<file path="config.mk">
export PLATFORM = sky130hd
export DESIGN_NAME = isqrt_seq
export DESIGN_NICKNAME = d
export VERILOG_FILES = /design/src/rtl/isqrt_pkg.sv /design/src/rtl/isqrt_ctrl.sv /design/src/rtl/isqrt_dpath.sv /design/src/rtl/isqrt_seq.sv
export SDC_FILE = /design/constraint.sdc
export NUM_CORES = 1
export LEC_CHECK = 0
export BUFFER_PORTS_ARGS = -buffer_cell sky130_fd_sc_hd__clkbuf_2
export CORE_MARGIN = 2
export CORE_UTILIZATION = 29
export CTS_CLUSTER_DIAMETER = 100
export DETAILED_ROUTE_END_ITERATION = 16
export HOLD_SLACK_MARGIN = 0.1
export PLACE_DENSITY = 0.47
export SYNTH_ARGS = -nofsm -noshare
export SYNTH_HDL_FRONTEND = slang
export SYNTH_SLANG_ARGS = --single-unit
</file>
<file path="constraint.sdc">
create_clock -name clk -period 9.42 [get_ports clk]
set_input_delay 0 -clock clk [delete_from_list [all_inputs] [get_ports clk]]
set_output_delay 0 -clock clk [all_outputs]
set_load 0.01 [all_outputs]
</file>
<file path="src/rtl/isqrt_pkg.sv">
`timescale 1ns/1ps
package isqrt_pkg;
  // Strobes from the sequencer to the datapath
  typedef struct packed {
    logic load;   // capture operand, clear root and remainder
    logic step;   // one root-bit iteration
    logic fix;    // nonrestoring remainder repair
  } dpCtrl_t;
endpackage

</file>
<file path="src/rtl/isqrt_ctrl.sv">
`timescale 1ns/1ps
module isqrt_ctrl
  import isqrt_pkg::*;
#(
  parameter int K = 8
) (
  input  logic    clk,
  input  logic    rstN,
  input  logic    start,
  input  logic    modeIn,
  output dpCtrl_t ctl,
  output logic    nonRest,
  output logic    busy,
  output logic    done
);
  localparam int CW = (K > 1) ? $clog2(K) : 1;

  typedef enum logic [1:0] {ST_IDLE, ST_RUN, ST_FIX} state_t;

  state_t        state;
  logic [CW-1:0] cnt;
  logic          modeQ;
  logic          doneQ;

  always_ff @(posedge clk) begin
    if (!rstN) begin
      state <= ST_IDLE;
      cnt   <= '0;
      modeQ <= 1'b0;
      doneQ <= 1'b0;
    end else begin
      doneQ <= 1'b0;
      unique case (state)
        ST_IDLE: if (start) begin
          state <= ST_RUN;
          cnt   <= CW'(K - 1);
          modeQ <= modeIn;
        end
        ST_RUN: begin
          cnt <= cnt - 1'b1;
          if (cnt == '0) begin
            if (modeQ) state <= ST_FIX;
            else begin
              state <= ST_IDLE;
              doneQ <= 1'b1;
            end
          end
        end
        ST_FIX: begin
          state <= ST_IDLE;
          doneQ <= 1'b1;
        end
        default: state <= ST_IDLE;
      endcase
    end
  end

  always_comb begin
    ctl.load = (state == ST_IDLE) && start;
    ctl.step = (state == ST_RUN);
    ctl.fix  = (state == ST_FIX);
  end

  assign nonRest = modeQ;
  assign busy    = (state != ST_IDLE);
  assign done    = doneQ;

  AST_DONE_ONE_CYCLE: assert property (@(posedge clk) disable iff (!rstN)
    done |=> !done);
  AST_BUSY_AFTER_LOAD: assert property (@(posedge clk) disable iff (!rstN)
    ctl.load |=> (busy && !done));
  AST_REST_LATENCY: assert property (@(posedge clk) disable iff (!rstN)
    (state == ST_RUN && cnt == '0 && !modeQ) |=> done);
  AST_NR_LATENCY: assert property (@(posedge clk) disable iff (!rstN)
    (state == ST_RUN && cnt == '0 && modeQ) |=> (!done ##1 done));
endmodule

</file>
<file path="src/rtl/isqrt_dpath.sv">
`timescale 1ns/1ps
module isqrt_dpath
  import isqrt_pkg::*;
#(
  parameter int K = 8
) (
  input  logic           clk,
  input  logic           rstN,
  input  dpCtrl_t        ctl,
  input  logic           nonRest,
  input  logic [2*K-1:0] radIn,
  output logic [K-1:0]   root,
  output logic [K:0]     rem
);
  localparam int W  = K + 2;   // adder and partial-remainder width
  localparam int RW = 2 * K;

  logic [RW-1:0] radReg;
  logic [W-1:0]  remReg;
  logic [K-1:0]  rootReg;

  logic [W-1:0]  shifted;
  logic [W-1:0]  opA;
  logic [W-1:0]  trialT;
  logic [W-1:0]  opB;
  logic          subOp;
  logic [W-1:0]  sum;
  logic          newBit;

  assign shifted = {remReg[W-3:0], radReg[RW-1 -: 2]};

  always_comb begin
    if (ctl.fix) begin
      opA    = remReg;
      trialT = {1'b0, rootReg, 1'b1};
      subOp  = 1'b0;
    end else begin
      opA    = shifted;
      subOp  = !nonRest || !remReg[W-1];
      trialT = subOp ? {rootReg, 2'b01} : {rootReg, 2'b11};
    end
    opB = subOp ? ~trialT : trialT;
  end

  // the single shared adder; carry-in is the complement control
  assign sum    = opA + opB + W'(subOp);
  assign newBit = !sum[W-1];

  always_ff @(posedge clk) begin
    if (!rstN) begin
      radReg  <= '0;
      remReg  <= '0;
      rootReg <= '0;
    end else if (ctl.load) begin
      radReg  <= radIn;
      remReg  <= '0;
      rootReg <= '0;
    end else if (ctl.step) begin
      radReg  <= radReg << 2;
      rootReg <= {rootReg[K-2:0], newBit};
      remReg  <= (nonRest || newBit) ? sum : shifted;
    end else if (ctl.fix) begin
      if (remReg[W-1]) remReg <= sum;
    end
  end

  assign root = rootReg;
  assign rem  = remReg[K:0];

  AST_REST_NONNEG: assert property (@(posedge clk) disable iff (!rstN)
    (ctl.step && !nonRest) |=> !remReg[W-1]);
  AST_FIX_NONNEG: assert property (@(posedge clk) disable iff (!rstN)
    ctl.fix |=> !remReg[W-1]);
endmodule

</file>
<file path="src/rtl/isqrt_seq.sv">
`timescale 1ns/1ps
module isqrt_seq
  import isqrt_pkg::*;
#(
  parameter int K = 8
) (
  input  logic           clk,
  input  logic           rstN,
  input  logic           start,
  input  logic           nonRestMode,
  input  logic [2*K-1:0] radicand,
  output logic           busy,
  output logic           done,
  output logic [K-1:0]   root,
  output logic [K:0]     remainder
);
  dpCtrl_t ctl;
  logic    nonRest;

  isqrt_ctrl #(.K(K)) ctrl_i (
    .clk(clk), .rstN(rstN), .start(start), .modeIn(nonRestMode),
    .ctl(ctl), .nonRest(nonRest), .busy(busy), .done(done)
  );

  isqrt_dpath #(.K(K)) dpath_i (
    .clk(clk), .rstN(rstN), .ctl(ctl), .nonRest(nonRest),
    .radIn(radicand), .root(root), .rem(remainder)
  );

  AST_REM_BOUND: assert property (@(posedge clk) disable iff (!rstN)
    done |-> (remainder <= {root, 1'b0}));
  AST_IDLE_HOLD: assert property (@(posedge clk) disable iff (!rstN)
    (!busy && !start) |=> ($stable(root) && $stable(remainder)));
endmodule

</file>
==> results of run 1 <==
[cell type report]
class                           count  area share [%]
Clock buffer                        5            2.13
Inverter                           12            1.43
Sequential cell                    41            25.4
Timing Repair Buffer               61            12.9
Clock inverter                      3           0.775
Tap cell                          111            4.30
Multi-Input combinational cell    243            53.0
[sequential cells by signal (all words and copies together), names as in the netlist]
| register | flops |
|---|---|
| ctrl_i.cnt | 3 |
| ctrl_i.done | 1 |
| ctrl_i.nonRest | 1 |
| ctrl_i.state | 2 |
| dpath_i.radReg | 16 |
| dpath_i.remReg | 10 |
| dpath_i.root | 8 |
[report_power, final]
| part | switching, mW | internal, mW |
|---|---|---|
| sequential | 0.00958 | 0.185 |
| combinational | 0.0788 | 0.0712 |
| clock | 0.0727 | 0.0537 |
| total | 0.161 | 0.310 |
[layout by cell type, fill, tap and decap left out, drive strengths merged, types with 2 or more instances in the layout]
| cell type | netlist | layout |
|---|---|---|
| nor3 | 4 | 4 |
| clkbuf | 10 | 43 |
| nand3 | 9 | 9 |
| nand3b | 4 | 4 |
| nor2 | 33 | 33 |
| nor2b | 2 | 2 |
| nand4 | 2 | 2 |
| a31oi | 4 | 4 |
| a21oi | 22 | 22 |
| a211oi | 15 | 15 |
| xor2 | 3 | 3 |
| ha | 13 | 13 |
| or3 | 2 | 2 |
| o21ai | 22 | 22 |
| mux2i | 33 | 33 |
| dlygate4sd3 | 1 | 22 |
| xnor2 | 11 | 11 |
| nand2 | 23 | 23 |
| nand2b | 5 | 5 |
| clkinvlp | 1 | 2 |
| a21o | 2 | 2 |
| nor3b | 2 | 2 |
| inv | 11 | 12 |
| o21a | 5 | 5 |
| and2 | 2 | 2 |
| o211ai | 4 | 4 |
| mux2 | 8 | 8 |
| o22ai | 3 | 3 |
| dfxtp | 41 | 41 |
[routing by layer]
metal	wire (um)	GRT usage, %	up-vias
met5	0	0	-
met2	3000	21.7	46
met1	3220	18.2	1122
met4	52	2.81	0
met3	213	2.57	5
li1	-	-	1218
[worst paths after layout]
path,startpoint,to,depth (start not counted)
max reg2reg,dpath_i.remReg[9],dpath_i.remReg[3],10
min,ctrl_i.cnt[0],ctrl_i.cnt[0],1
min reg2reg,ctrl_i.cnt[0],ctrl_i.cnt[0],1
max,dpath_i.remReg[9],dpath_i.remReg[3],10
[cells by family after synthesis]
kind of cell | count (synthesis) | share of synthesized area [%]
multiplexers | 41 | 16.5
buffers and inverters | 39 | 7.12
adder cells (fa/ha/maj) | 14 | 6.71
flip-flops | 41 | 30.1
AND/OR/NAND/NOR | 91 | 15.7
XOR/XNOR | 14 | 4.50
AO/OA/AOI/OAI | 83 | 19.3
==> flow_metrics.tcl, run 1 <==
set metrics [dict create \
    status "finished clean" \
    criticalPathCategory "reg2reg" \
    whs_ns 0.481 \
    power.static_leakage_nw 1.27 \
    drc 0 \
    worst_skew_pair.late_latency_ns 0.30 \
    startpoint_type "flop" \
    cts.hold.buffers_added 22 \
    final_area_um2 3230 \
    endpoint_kind "flop" \
    yosysTopAreaCellShare_pct 30.1 \
    crit_slowest_cell "dfxtp_1" \
    cp.required_ns 9.58 \
    drt_iter0_markers 94 \
    clock_skew_ns 0.00532 \
    rsz0062_at_grt "false" \
    drive_gt1_share_pct 16.4 \
    placed_cell_area_um2 2910 \
    total_power_mw 0.471 \
    synth_area_um2 2720 \
    fillers 960 \
    cp.buffers_inverters 0 \
    vias 2391 \
    multi_input_area_um2 1710 \
    power_density_nw_per_um2 146 \
    drt_pass1_iterations 4 \
    ys.flop_type "dfxtp_1" \
    clk_path_buf_depth 2 \
    ctsRootBufferMaster "clkbuf_8" \
    die_x_um 101 \
    cts.clk_slew.worst_paths_ns 0.09 \
    std_cell_rows 35 \
    io_pins 39 \
    synth_cell_type_count 50 \
    ys_seq_area_share_pct 30.1 \
    grt_pass1_wl_mm 11.0 \
    ant_nets 0 \
    synthCells 323 \
    dieArea_um2 10200 \
    cp_cell_sequence "nand2_1 -> xnor2_1 -> o21ai_1 -> ha_1 -> or2_4 -> a31oi_2 -> o31a_4 -> mux2i_4 -> mux2i_1 -> a21oi_1" \
    syn_to_final_growth_pct 18.6 \
    synth_nets 357 \
    setup_tns_ns 0 \
    grt_max_degree 41 \
    place_ws_ns 6.29 \
    core_um2 9150 \
    maxCapViolations 0 \
    worst_pin_slew_ns 1.01 \
    place_inst 446 \
    setup_viol 0 \
    async_flop_share_pct 0 \
    overflow 0 \
    cp_max_fo 14 \
    post-cts-setup-buffers 0 \
    ys_warn_count 0 \
    numCtsBuffers 5 \
    final_cells 476 \
    n_antenna_cell 0 \
    arrival_ns 3.31 \
    drv_slew 0 \
    final-hold-violation-count 0 \
    maxSlewHeadroom_pct 32.5 \
    slowest_delay_ns 0.56 \
    grt_use_total_pct 13.3 \
    port_buffers 38 \
    ctsResizeCount 0 \
    dp_hpwl_mm 4.51 \
    finalWirelength_mm 6.49 \
    post_drt_wl_per_cell_um 13.6 \
    initial_core_util_pct 29.7 \
    yosys.area.top_type "dfxtp_1" \
    grt_pass1_vias 2278 \
    synth_top_cells_by_count "dfxtp_1 (41), nor2_1 (33), mux2i_1 (30)" \
    period_minus_slack_ns 3.15 \
    fp.dieH_um 101 \
    post_drt_via_cell_ratio 5.02 \
    post-route-util_pct 35.3 \
    antenna_found_initial 0 \
    nets 398 \
    htree_levels 2 \
    layout_setup_ws_ns 6.27 \
    cts_tree "yes" \
    max-vdd-ir-drop_v 0.0000626 \
    critical_path.top_delay_family "compound AO/OA/AOI/OAI gates" \
    yosysMostFrequentCell "dfxtp_1" \
    min_path_type "reg2reg" \
    r2r_slack_ns 6.27 \
    syn_avg_cell_area_um2 8.43 \
    place_congestion 0.801 \
    synth_edf_count 0 \
    synth_area_leaders "dfxtp_1 (30%), mux2i_1 (11%), ha_1 (6.0%)" \
    seqCellArea_um2 821 \
    ys_seq_elements 41 \
    fmax_ghz 0.317 \
    fin_crit_sh_pct 33.4 \
    cts_num_sinks 41 \
]
(Power assumes the default switching activity.)
==> run 2: changes to the inputs <==
--- a/config.mk
+++ b/config.mk
@@ -5,6 +5,7 @@
 export SDC_FILE = /design/constraint.sdc
 export NUM_CORES = 1
 export LEC_CHECK = 0
+export ABC_AREA = 1
 export BUFFER_PORTS_ARGS = -buffer_cell sky130_fd_sc_hd__clkbuf_2
 export CORE_MARGIN = 2
 export CORE_UTILIZATION = 29
==> constraint.sdc (replaced) <==
create_clock -name clk -period 3 [get_ports clk]
set_input_delay 0 -clock clk [delete_from_list [all_inputs] [get_ports clk]]
set_output_delay 0 -clock clk [all_outputs]
set_load 0.01 [all_outputs]
==> flow_metrics.tcl, run 2 <==
set metrics [dict create \
    cts_tree "yes" \
    post-route-util_pct 37.0 \
    final-hold-violation-count 0 \
    ctsRootBufferMaster "clkbuf_8" \
    min_to "dpath_i.radReg[1]" \
    die_x_um 101 \
    worstRegToRegCells 18 \
    seqCellArea_um2 821 \
    status "finished clean" \
    drt_pass1_iterations 4 \
    synth_area_um2 2720 \
    worst_pin_slew_ns 0.684 \
    timing.rr.start "ctrl_i.state[0]" \
    port_buffers 38 \
    final_cells 583 \
    place_inst 545 \
    power_density_nw_per_um2 580 \
    period_minus_slack_ns 2.69 \
    worstHoldStart "radicand[1]" \
    synth_edf_count 0 \
    clk_path_buf_depth 2 \
    cts_num_sinks 41 \
    crit_slowest_cell "ha_1" \
    final_cell_mix "nand2_1 (104), a21oi_1 (51), inv_1 (48)" \
    syn_avg_cell_area_um2 6.58 \
    yosysTopAreaCellShare_pct 30.1 \
    finalWirelength_mm 7.69 \
    syn_to_final_growth_pct 24.4 \
    antenna_found_initial 0 \
    ys_warn_count 0 \
    nets 505 \
    criticalPathCategory "reg2reg" \
    synth_nets 448 \
    drc 0 \
    final_area_um2 3390 \
    grt_pass1_wl_mm 13.0 \
    grt_max_degree 34 \
    holdPathStages 4 \
    n_antenna_cell 0 \
    post_drt_via_cell_ratio 4.83 \
    grt_pass1_vias 2759 \
    numCtsBuffers 5 \
    clock_skew_ns 0.00997 \
    placed_cell_area_um2 2960 \
    cp.buffers_inverters 3 \
    fmax_ghz 0.371 \
    cp.required_ns 3.17 \
    power.static_leakage_nw 1.48 \
    slowest_delay_ns 0.35 \
    startpoint_type "flop" \
    synth_cell_type_count 32 \
    fillers 977 \
    fin_crit_sh_pct 89.8 \
    drt_iter0_markers 126 \
    drv_slew 0 \
    largest_reg_flops 16 \
    ys_seq_elements 41 \
    place_ws_ns -0.00137 \
    core_um2 9150 \
    arrival_ns 2.86 \
    ys_seq_area_share_pct 30.1 \
    yosys.area.top_type "dfxtp_1" \
    cpMostUsedCell "nand2_1" \
    endpoint_kind "flop" \
    layout_setup_ws_ns 0.307 \
    synth_top_cells_by_count "nand2_1 (106), a21oi_1 (52), inv_1 (48)" \
    final_common_cell "nand2_1" \
    min_path_type "in2reg" \
    rsz0062_at_grt "false" \
    cts.clk_slew.worst_paths_ns 0.10 \
    max-vdd-ir-drop_v 0.000186 \
    cp_cell_sequence "inv_1 -> ha_4 -> inv_2 -> or2_2 -> o211ai_1 -> o21ai_1 -> ha_1 -> nand2_1 -> nand2_1 -> nand2_1 -> nand2_1 -> nand2_1 -> nand3_1 -> nand2_2 -> buf_4 -> nand4_1 -> nand3_1 -> a21oi_1" \
    drive_gt1_share_pct 17.8 \
    initial_core_util_pct 29.7 \
    ys.flop_type "dfxtp_1" \
    cp_max_fo 6 \
    ant_nets 0 \
    r2r_slack_ns 0.31 \
    total_power_mw 1.97 \
    synth_area_leaders "dfxtp_1 (30%), nand2_1 (15%), a21oi_1 (9.6%)" \
    dp_hpwl_mm 5.43 \
    dieArea_um2 10200 \
    post_drt_wl_per_cell_um 13.2 \
    async_flop_share_pct 0 \
    htree_levels 2 \
    multi_input_area_um2 1570 \
    critical_path.top_delay_family "simple AND/OR/NAND/NOR gates" \
    std_cell_rows 35 \
    grt_use_total_pct 15.8 \
    maxSlewHeadroom_pct 54.2 \
    overflow 0 \
    place_congestion 0.934 \
    worst_skew_pair.late_latency_ns 0.30 \
    regMostFlops "dpath_i.radReg" \
    timing.rr.end "dpath_i.remReg[5]" \
    setup_viol 0 \
    synthCells 414 \
    io_pins 39 \
    vias 2815 \
    maxCapViolations 0 \
    yosysMostFrequentCell "nand2_1" \
    fp.dieH_um 101 \
]
[run 2: cells by family after synthesis]
kind of cell	count (synthesis)	share of synthesized area, %
DFF	41	30.1
adders and majority gates	14	6.71
AOI/OAI and AO/OA	103	20.5
and+or+nand+nor	167	26.8
xor gates and xnor gates	8	2.57
buffers and inverters	81	13.3
[run 2: layer usage]
layer	GRT usage, %	part of all wire, %	vias to the layer above
li1	-	-	1464
met1	20.4	47	1307
met2	27.7	49	38
met3	2.57	3.0	6
met4	3.64	0.83	0
met5	0	0	-
[run 2: layout make-up]
| class | instances | share of cell area, % |
|---|---|---|
| inverters | 53 | 5.87 |
| clock inverters | 3 | 0.849 |
| repair buffers | 78 | 16.6 |
| multi-input cells | 292 | 46.3 |
| clock buffers | 5 | 2.03 |
| well taps | 111 | 4.10 |
| flip-flops and latches | 41 | 24.2 |
[run 2: what timing repair did]
action	CTS	global route
resized for setup	2	9
setup endpoints to repair	4	11
hold buffers	27	0
endpoints found under the hold margin	19	0
setup buffers	0	3
pin swaps	0	2
[run 2: how the worst max path moves through the flow]
stage / startpoint / to / slack [ns] / cells past startpoint
after floorplan: ctrl_i.state[0] / dpath_i.root[0] / 0.40 / 18
after global placement: ctrl_i.state[0] / dpath_i.remReg[8] / 0.1 / 16
after detailed placement: ctrl_i.state[0] / dpath_i.remReg[5] / -0.001 / 16
after CTS: ctrl_i.state[0] / dpath_i.remReg[8] / 0.06 / 16
after global routing: ctrl_i.state[0] / dpath_i.remReg[8] / 0.03 / 18
final: ctrl_i.state[0] / dpath_i.remReg[5] / 0.31 / 18
[run 2: stage by stage]
step / TNS, ns / hold slack [ns]
2_1_floorplan: 0 / 0.138
3_3_place_gp: 0 / 0.242
3_5_place_dp: -0.00137 / 0.246
4_1_cts: 0 / 0.457
5_1_grt: 0 / 0.487
6_report: 0 / 0.467
[run 2: worst reg2reg max path: cells and delay by family, from the launching register on]
kind | cells | cell delay, ns
DFF | 1 | 0.34
AOI/OAI and AO/OA | 3 | 0.28
buffers and inverters | 3 | 0.35
and+or+nand+nor | 10 | 1.07
adders and majority gates | 2 | 0.53
[run 2: power breakdown]
| part | internal [mW] | total [mW] | switching (mW) | leakage [nW] |
|---|---|---|---|---|
| Sequential | 0.597 | 0.633 | 0.0363 | 0.335 |
| Clock | 0.176 | 0.420 | 0.243 | 0.0511 |
| Combinational | 0.359 | 0.913 | 0.555 | 1.09 |
| Total | 1.13 | 1.97 | 0.835 | 1.48 |
